File: config.mk
export PLATFORM = sky130hd
export DESIGN_NAME = cpu_clk_sel
export DESIGN_NICKNAME = d
export VERILOG_FILES = /design/src/rtl/ccs_pkg.sv /design/src/rtl/ccs_tick_div.sv /design/src/rtl/ccs_ctrl.sv /design/src/rtl/ccs_datapath.sv /design/src/rtl/cpu_clk_sel.sv
export SDC_FILE = /design/constraint.sdc
export NUM_CORES = 1
export LEC_CHECK = 0
export BUFFER_PORTS_ARGS = -buffer_cell sky130_fd_sc_hd__buf_2
export CAP_MARGIN = 0
export CORE_MARGIN = 2
export CORE_UTILIZATION = 34
export DETAILED_ROUTE_END_ITERATION = 8
export PLACE_DENSITY = 0.76
export SYNTH_ARGS = -nofsm -noshare
export SYNTH_HDL_FRONTEND = slang
export SYNTH_HIERARCHICAL = 1
export SYNTH_SLANG_ARGS = --single-unit
File: constraint.sdc
create_clock -name clk -period 1.34 [get_ports clk]
set_input_delay 0.201 -clock clk [delete_from_list [all_inputs] [get_ports clk]]
set_output_delay 0.201 -clock clk [all_outputs]
set_load 0.005 [all_outputs]
File: src/rtl/ccs_pkg.sv
package ccs_pkg;
  // Selection strobes from control to datapath
  typedef struct packed {
    logic mainRun;   // main oscillator allowed to run
    logic divMain;   // main path divided by four
    logic useSub;    // subsystem path feeds the core
    logic useMul;    // subsystem x4 instead of /2
  } sel_t;
endpackage

File: src/rtl/ccs_tick_div.sv
module ccs_tick_div #(
  parameter int DIV = 4
) (
  input  logic clk,
  input  logic rstN,
  input  logic tickIn,
  output logic tickOut
);
  localparam int CNT_W = (DIV > 2) ? $clog2(DIV) : 1;
  localparam logic [CNT_W-1:0] LAST = CNT_W'(DIV - 1);

  logic [CNT_W-1:0] cnt;

  always_ff @(posedge clk or negedge rstN) begin
    if (!rstN)         cnt <= '0;
    else if (tickIn)   cnt <= (cnt == LAST) ? '0 : cnt + 1'b1;
  end

  assign tickOut = tickIn && (cnt == LAST);
endmodule

File: src/rtl/ccs_ctrl.sv
module ccs_ctrl
  import ccs_pkg::*;
#(
  parameter int          ADDR_W    = 16,
  parameter int          DATA_W    = 8,
  parameter logic [15:0] REG_ADDR  = 16'hFFFB,
  parameter int          STOP_BIT  = 7,
  parameter int          DIV_BIT   = 1,
  parameter logic [7:0]  RESET_VAL = 8'h02,
  localparam int         IDX_W     = $clog2(DATA_W)
) (
  input  logic              clk,
  input  logic              rstN,
  input  logic [ADDR_W-1:0] addr,
  input  logic [DATA_W-1:0] wrData,
  input  logic              wrEn,
  input  logic              bitWrEn,
  input  logic [IDX_W-1:0]  bitIdx,
  input  logic              bitVal,
  input  logic              subSel,
  input  logic              mulEn,
  output logic [DATA_W-1:0] rdData,
  output sel_t              sel
);
  logic hit;
  logic stopQ, divQ, stopNext, divNext;
  logic [DATA_W-1:0] image;

  assign hit = (addr == ADDR_W'(REG_ADDR));

  always_comb begin
    stopNext = stopQ;
    divNext  = divQ;
    if (wrEn && hit) begin
      stopNext = wrData[STOP_BIT];
      divNext  = wrData[DIV_BIT];
    end else if (bitWrEn && hit) begin
      if (bitIdx == IDX_W'(STOP_BIT))     stopNext = bitVal;
      else if (bitIdx == IDX_W'(DIV_BIT)) divNext  = bitVal;
    end
    // stop may only be raised while the subsystem path drives the core
    if (!subSel && stopNext) stopNext = stopQ;
  end

  always_ff @(posedge clk or negedge rstN) begin
    if (!rstN) begin
      stopQ <= RESET_VAL[STOP_BIT];
      divQ  <= RESET_VAL[DIV_BIT];
    end else begin
      stopQ <= stopNext;
      divQ  <= divNext;
    end
  end

  always_comb begin
    image           = '0;
    image[STOP_BIT] = stopQ;
    image[DIV_BIT]  = divQ;
  end

  assign rdData      = hit ? image : '0;
  assign sel.mainRun = !stopQ;
  assign sel.divMain = divQ;
  assign sel.useSub  = subSel;
  assign sel.useMul  = mulEn;
endmodule

File: src/rtl/ccs_datapath.sv
module ccs_datapath
  import ccs_pkg::*;
#(
  parameter int MAIN_DIV = 4,
  parameter int SUB_DIV  = 2
) (
  input  logic clk,
  input  logic rstN,
  input  sel_t sel,
  input  logic mainTick,
  input  logic subTick,
  input  logic subX4Tick,
  output logic cpuTick
);
  logic mainLive, mainSlow, subSlow;

  assign mainLive = mainTick && sel.mainRun;

  ccs_tick_div #(.DIV(MAIN_DIV)) i_mainDiv (
    .clk(clk), .rstN(rstN), .tickIn(mainLive), .tickOut(mainSlow));

  ccs_tick_div #(.DIV(SUB_DIV)) i_subDiv (
    .clk(clk), .rstN(rstN), .tickIn(subTick), .tickOut(subSlow));

  always_comb begin
    unique case ({sel.useSub, sel.useMul, sel.divMain})
      3'b000, 3'b010: cpuTick = mainLive;
      3'b001, 3'b011: cpuTick = mainSlow;
      3'b100, 3'b101: cpuTick = subSlow;
      default:        cpuTick = subX4Tick;
    endcase
  end
endmodule

File: src/rtl/cpu_clk_sel.sv
module cpu_clk_sel
  import ccs_pkg::*;
(
  input  logic        clk,
  input  logic        rstN,
  input  logic [15:0] addr,
  input  logic [7:0]  wrData,
  input  logic        wrEn,
  input  logic        bitWrEn,
  input  logic [2:0]  bitIdx,
  input  logic        bitVal,
  output logic [7:0]  rdData,
  input  logic        subSel,
  input  logic        mulEn,
  input  logic        mainTick,
  input  logic        subTick,
  input  logic        subX4Tick,
  output logic        cpuTick,
  output logic        mainOscEn
);
  sel_t sel;

  ccs_ctrl #(
    .ADDR_W(16), .DATA_W(8), .REG_ADDR(16'hFFFB),
    .STOP_BIT(7), .DIV_BIT(1), .RESET_VAL(8'h02)
  ) i_ctrl (
    .clk(clk), .rstN(rstN), .addr(addr), .wrData(wrData), .wrEn(wrEn),
    .bitWrEn(bitWrEn), .bitIdx(bitIdx), .bitVal(bitVal), .subSel(subSel),
    .mulEn(mulEn), .rdData(rdData), .sel(sel));

  ccs_datapath #(.MAIN_DIV(4), .SUB_DIV(2)) i_dp (
    .clk(clk), .rstN(rstN), .sel(sel), .mainTick(mainTick),
    .subTick(subTick), .subX4Tick(subX4Tick), .cpuTick(cpuTick));

  assign mainOscEn = sel.mainRun;
endmodule

==> impl_metrics.py, run 1 <==
metrics = {
    "status": {
        "status": "complete, but fails checks",
        "violations": "negative setup slack",
    },
    "global_route": {
        "grt_usage_pct": 12.22,
        "overflow": 0,
        "grt_pass1_wl_um": 1635,
        "grt_pass1_vias": 432,
        "grt_max_degree": 6,
        "antenna_found_initial": 0,
    },
    "critical_path": {
        "crit_type": "register to output port",
        "rr_startpoint": "i_ctrl/stopQ",
        "critPathArrivalTime_ns": 1.27,
        "rr_worst_depth": 4,
        "rrSetupSlack_ns": 0.26,
        "critPathMaxFanout": 2,
        "r2r_end": "i_dp/i_mainDiv/cnt[1]",
        "crit_start": "i_dp/i_mainDiv/cnt[1]",
        "start_kind": "register",
        "crit_end": "cpuTick",
        "required_ns": 1.14,
        "cp-end-kind": "output port",
    },
    "finish": {
        "diodes": 0,
        "area_growth_pct": 47.55,
        "drive_gt1_share_pct": 64.04,
        "nets": 128,
    },
    "sta": {
        "tns_ns": -0.1263,
        "finalClockSkew_ns": 0.001429,
        "hold_viol": 0,
        "period_needed_ns": 1.466,
        "setup_viol": 1,
        "post-route-period-util_pct": 109.4,
        "clock.fmax_ghz": 0.6820,
        "worst_slack_ns": -0.1263,
        "rsz0062_at_grt": "yes",
        "slew_violations": 0,
    },
    "worst_hold_path": {
        "hold_depth": 2,
        "hold_class": "input port to register",
    },
    "synthesis": {
        "synth_flop_cell": "dfrtp_1",
        "synth_top_family_by_area": "simple AND/OR/NAND/NOR gates",
        "yosysWarnings": 6,
        "synth_adder_area_share_pct": 2.584,
        "synth-xor-area-share_pct": 1.809,
        "netlist_area_um2": 484.2,
        "synthArstFlopShare_pct": 100.0,
        "ys_top_cells_by_area": "dfrtp_1 21%, buf_4 14%, and2_2 7.8%",
        "yosys.area.top_type_share_pct": 20.67,
        "syn_inst": 48,
        "syn_area_per_cell_um2": 10.09,
        "synth.distinct_cells": 25,
        "muxShareOfSynthArea_pct": 9.302,
        "seq_area_frac_synth_pct": 26.10,
        "synthSimpleGateAreaFrac_pct": 31.01,
        "synth_top_cell_by_area": "dfrtp_1",
        "synth_compound_area_share_pct": 12.92,
        "synth_edf_count": 0,
        "synth-seq-cells": 5,
    },
    "placed_design": {
        "place_congestion": 0.7406,
        "io_buffers": 34,
        "dpl_worst_slack_ns": -0.002087,
    },
    "clock_network": {
        "clk_path_buf_depth": 2,
        "path_clk_slew_ns": 0.04,
        "numClockSinks": 5,
        "clk_root_buffer_cell": "clkbuf_4",
        "htree_levels": 1,
        "clk-insertion-delay-late_ns": 0.24,
        "cts_tree": "built",
        "cts_buffers": 3,
    },
    "power_and_ir_drop": {
        "p_int_w": 0.0003415,
        "clkPwrFrac_pct": 37.5,
        "p_seq_share_pct": 38.5,
        "p_per_area_nw_per_um2": 639.7,
        "p_comb_share_pct": 24.0,
        "vdd_ir_drop_max_mv": 0.3942,
        "p_leak_nw": 0.4051,
        "power_switching_share_pct": 25.27,
        "p_switching_w": 0.0001155,
    },
    "floorplanning": {
        "die_y_um": 41.74,
        "die_width_um": 41.74,
        "coreArea_um2": 1318,
        "dieArea_um2": 1742,
        "num_rows": 13,
        "ios": 47,
        "start_util_pct": 36.75,
    },
    "route": {
        "drtPass1Iterations": 3,
        "drtIter0Drc": 6,
        "wl_um": 1064,
        "viasPerCell": 4.644,
        "wire_per_inst_um": 10.23,
        "remaining_drc_errors": 0,
        "ant_nets": 0,
        "num_vias": 483,
    },
    "flow_run": {
        "maxCapViolations": 0,
    },
}
[through the flow]
stage | utilization [%] | power [W] | hold WS (ns) | cells | area (µm²)
6_report | 54.23 | 0.0004570 | 0.1542 | 104 | 714.4
3_3_place_gp | 49.67 | 0.0002816 | 0.01657 | 97 | 654.4
4_1_cts | 53.66 | 0.0004677 | 0.1486 | 103 | 706.9
2_1_floorplan | - | 0.0002395 | -0.09459 | 53 | 503.0
3_5_place_dp | 49.67 | 0.0002858 | 0.01631 | 97 | 654.4
5_1_grt | 54.23 | 0.0004902 | 0.1598 | 104 | 714.4
[power by group through the flow]
| stage | logic [W] | clock network (W) | registers [W] |
|---|---|---|---|
| after global placement | 0.000104 | 0 | 0.000177 |
| after global routing | 0.000123 | 0.000189 | 0.000178 |
| after CTS | 0.000111 | 0.000180 | 0.000176 |
| final | 0.000110 | 0.000171 | 0.000176 |
| after detailed placement | 0.000108 | 0 | 0.000178 |
| after floorplan | 0.0000625 | 0 | 0.000177 |
[how the worst min path moves through the flow]
stage / startpoint / end / slack (ns)
3_3_place_gp: rstN / i_dp/i_subDiv/cnt / 0.02
5_1_grt: subTick / i_dp/i_subDiv/cnt / 0.16
6_report: subTick / i_dp/i_subDiv/cnt / 0.15
4_1_cts: subTick / i_dp/i_subDiv/cnt / 0.15
3_5_place_dp: rstN / i_dp/i_subDiv/cnt / 0.02
2_1_floorplan: rstN / i_ctrl/stopQ / -0.09
[layout by cell type, fill, tap and decap left out, types with 2 or more instances in the layout]
master and count:
dfrtp_1 4, a21oi_1 2, buf_2 34, and2_4 2, buf_4 6, nand4_1 4, clkbuf_4 3, conb_1 6
mux2i_1 3, and2_2 3
[layer usage]
layer  routed length (µm)  GRT usage [%]
met3                  107          2.174
met2                  554          23.44
met5                    0              0
met1                  378          11.64
met4                   23          7.742
[flip-flops by register name, summed over array words and instances (netlist names)]
register,cells
i_dp/i_mainDiv/cnt,2
i_ctrl/divQ,1
i_ctrl/stopQ,1
i_dp/i_subDiv/cnt,1
[cell families after synthesis]
kind of cell    count (synthesis)
simple gates                   16
fa+ha+maj                       1
buf+inv                        11
xor+xnor                        1
flops                           5
mux                             4
compound gates                  9
other cells                     1
[worst max-delay path, stage by stage (launching register included)]
cell,delay [ns]
dfrtp_1,0.37
ha_2,0.19
and2_4,0.13
a21oi_2,0.12
a22oi_2,0.08
buf_2,0.13
[what timing repair did]
action | in CTS | in global routing
endpoints found under the hold margin | 5 | 0
setup endpoints to repair | 2 | 3
buffers inserted | 1 | 1
hold buffers | 1 | 0
pin swaps | 4 | 1
resized for setup | 4 | 1
[layout make-up]
cell class | instances | area, µm²
inverters | 2 | 7.507
multi-input cells | 37 | 310.3
repair buffers | 41 | 225.2
flip-flops and latches | 5 | 126.4
fillers | 127 | 603.1
well taps | 15 | 18.77
clock buffers | 4 | 26.28
[synth_stat cells (2+ instances only)]
| library cell | n |
|---|---|
| a21oi_1 | 3 |
| and2_2 | 5 |
| buf_4 | 9 |
| dfrtp_1 | 4 |
| inv_1 | 2 |
| mux2i_1 | 3 |
| nand4_1 | 4 |
Power figures use the tool's default switching activity.
==> run 2: changes to the inputs <==
- RECOVER_POWER: default -> 100
==> impl_metrics.py, run 2 (synthesis results as in run 1) <==
metrics = {
    "power_and_ir_drop": {
        "p_per_area_nw_per_um2": 648.5,
        "power_switching_share_pct": 25.35,
        "clkPwrFrac_pct": 37.6,
        "p_int_w": 0.0003411,
        "p_seq_share_pct": 38.5,
        "p_switching_w": 0.0001158,
        "finalPower_w": 0.0004569,
        "vdd_ir_drop_max_mv": 0.3935,
        "p_leak_nw": 0.3934,
        "p_comb_share_pct": 23.9,
    },
    "sta": {
        "whs_ns": 0.1541,
        "clock.fmax_ghz": 0.6820,
        "slew_violations": 0,
        "rsz0062_at_grt": "yes",
        "hold_viol": 0,
        "worst_slack_ns": -0.1263,
        "setup_viol": 1,
        "post-route-period-util_pct": 109.4,
        "period_needed_ns": 1.466,
        "finalClockSkew_ns": 0.001653,
    },
    "global_route": {
        "grt_use_met3_pct": 2.174,
        "grt_pass1_vias": 432,
        "met1_usage_pct": 11.64,
        "antenna_found_initial": 0,
        "grt_usage_pct": 12.22,
        "busiest_layer": "met2",
        "overflow": 0,
        "grt_pass1_wl_um": 1635,
        "grt_max_degree": 6,
        "use_met2_pct": 23.44,
    },
    "flow_run": {
        "maxCapViolations": 0,
    },
    "finish": {
        "regArea_um2": 126.4,
        "fin_util_pct": 53.47,
        "nets": 128,
        "largest_reg_flops": 2,
        "nFillCells": 131,
        "diodes": 0,
        "multi_input_area_um2": 306.5,
        "drive_gt1_share_pct": 59.55,
        "final_common_cell": "buf_2",
        "area_growth_pct": 45.48,
        "largest-register": "i_dp/i_mainDiv/cnt",
        "final_cell_count_no_fill": 104,
        "final_cell_mix": "32 x buf_2, 6 x conb_1",
    },
    "route": {
        "remaining_drc_errors": 0,
        "wire_per_inst_um": 10.15,
        "viasPerCell": 4.654,
        "num_vias": 484,
        "drtIter0Drc": 5,
        "drtPass1Iterations": 3,
        "ant_nets": 0,
        "wl_um": 1056,
    },
    "clock_network": {
        "clk_root_buffer_cell": "clkbuf_4",
        "cts_tree": "built",
        "clk-insertion-delay-late_ns": 0.24,
        "htree_levels": 1,
        "cts_buffers": 3,
        "clk_path_buf_depth": 2,
        "numClockSinks": 5,
        "path_clk_slew_ns": 0.04,
    },
    "placed_design": {
        "io_buffers": 34,
        "dpl_worst_slack_ns": -0.002087,
        "place_congestion": 0.7406,
        "dp_cells": 97,
    },
    "worst_hold_path": {
        "hold_class": "input port to register",
    },
    "floorplanning": {
        "coreArea_um2": 1318,
        "die_width_um": 41.74,
        "start_util_pct": 36.75,
        "die_y_um": 41.74,
        "num_rows": 13,
        "ios": 47,
        "dieArea_um2": 1742,
    },
    "status": {
        "status": "complete, but fails checks",
        "violations": "negative setup slack",
    },
    "critical_path": {
        "critPathArrivalTime_ns": 1.27,
        "crit_type": "register to output port",
        "critPathMaxFanout": 2,
        "required_ns": 1.14,
        "cp-end-kind": "output port",
        "start_kind": "register",
    },
}
[run 2: cell types whose count changed in the layout (fill, tap and decap cells not counted)]
cell,before,now
buf_4,6,4
clkbuf_4,3,4
mux2_4,1,0
buf_2,34,32
clkbuf_1,1,4
mux2_1,0,1
[run 2: power by group through the flow]
stage          Sequential, W  Combinational [W]  Clock, W
6_report            0.000176           0.000109  0.000172
5_1_grt             0.000178           0.000123  0.000189
4_1_cts             0.000176           0.000111  0.000180
3_5_place_dp        0.000178           0.000108         0
3_3_place_gp        0.000177           0.000104         0
2_1_floorplan       0.000177          0.0000625         0
[run 2: what timing repair did]
| action | CTS | global route |
|---|---|---|
| endpoints found under the hold margin | 5 | 0 |
| hold buffers | 1 | 0 |
| setup endpoints to repair | 2 | 3 |
| pin swaps | 4 | 1 |
| buffers inserted | 1 | 1 |
| resized for setup | 4 | 1 |
[run 2: final timing paths]
| path | to | start | cells past startpoint | slack [ns] |
|---|---|---|---|---|
| setup / recovery | cpuTick | i_dp/i_mainDiv/cnt[1] | 5 | -0.13 |
| hold / removal | i_dp/i_subDiv/cnt | subTick | 2 | 0.15 |
| setup reg to reg | i_dp/i_mainDiv/cnt[1] | i_ctrl/stopQ | 4 | 0.19 |
| hold reg to reg | i_dp/i_subDiv/cnt | i_dp/i_subDiv/cnt | 1 | 0.46 |
| max in group asynchronous | i_ctrl/divQ | rstN | 2 | 0.76 |
| min in group asynchronous | i_ctrl/stopQ | rstN | 2 | 0.32 |
[run 2: per-layer routing]
metal  part of all wire (%)  wire (µm)
met3                     10        106
met1                     35        374
met4                    2.2         23
met5                      0          0
met2                     52        552
[run 2: final cells by class]
class / count / share of cell area, %
inverter: 2 / 1.066
sequential: 5 / 17.94
multi-input combinational: 37 / 43.52
timing repair buffer: 41 / 31.08
tap: 15 / 2.664
clock buffer: 4 / 3.730
[run 2: per-stage QoR]
stage	area, µm²	setup TNS [ns]
final	704.4	-0.1263
after global routing	704.4	-0.1888
after CTS	706.9	-0.1417
after detailed placement	654.4	-0.002087
after global placement	654.4	0
after floorplan	503.0	0
[run 2: worst max-delay path, stage by stage (launching register included)]
cell and delay [ns]:
dfrtp_1 0.37, ha_2 0.19, and2_4 0.13, a21oi_2 0.12, a22oi_2 0.08, buf_2 0.13
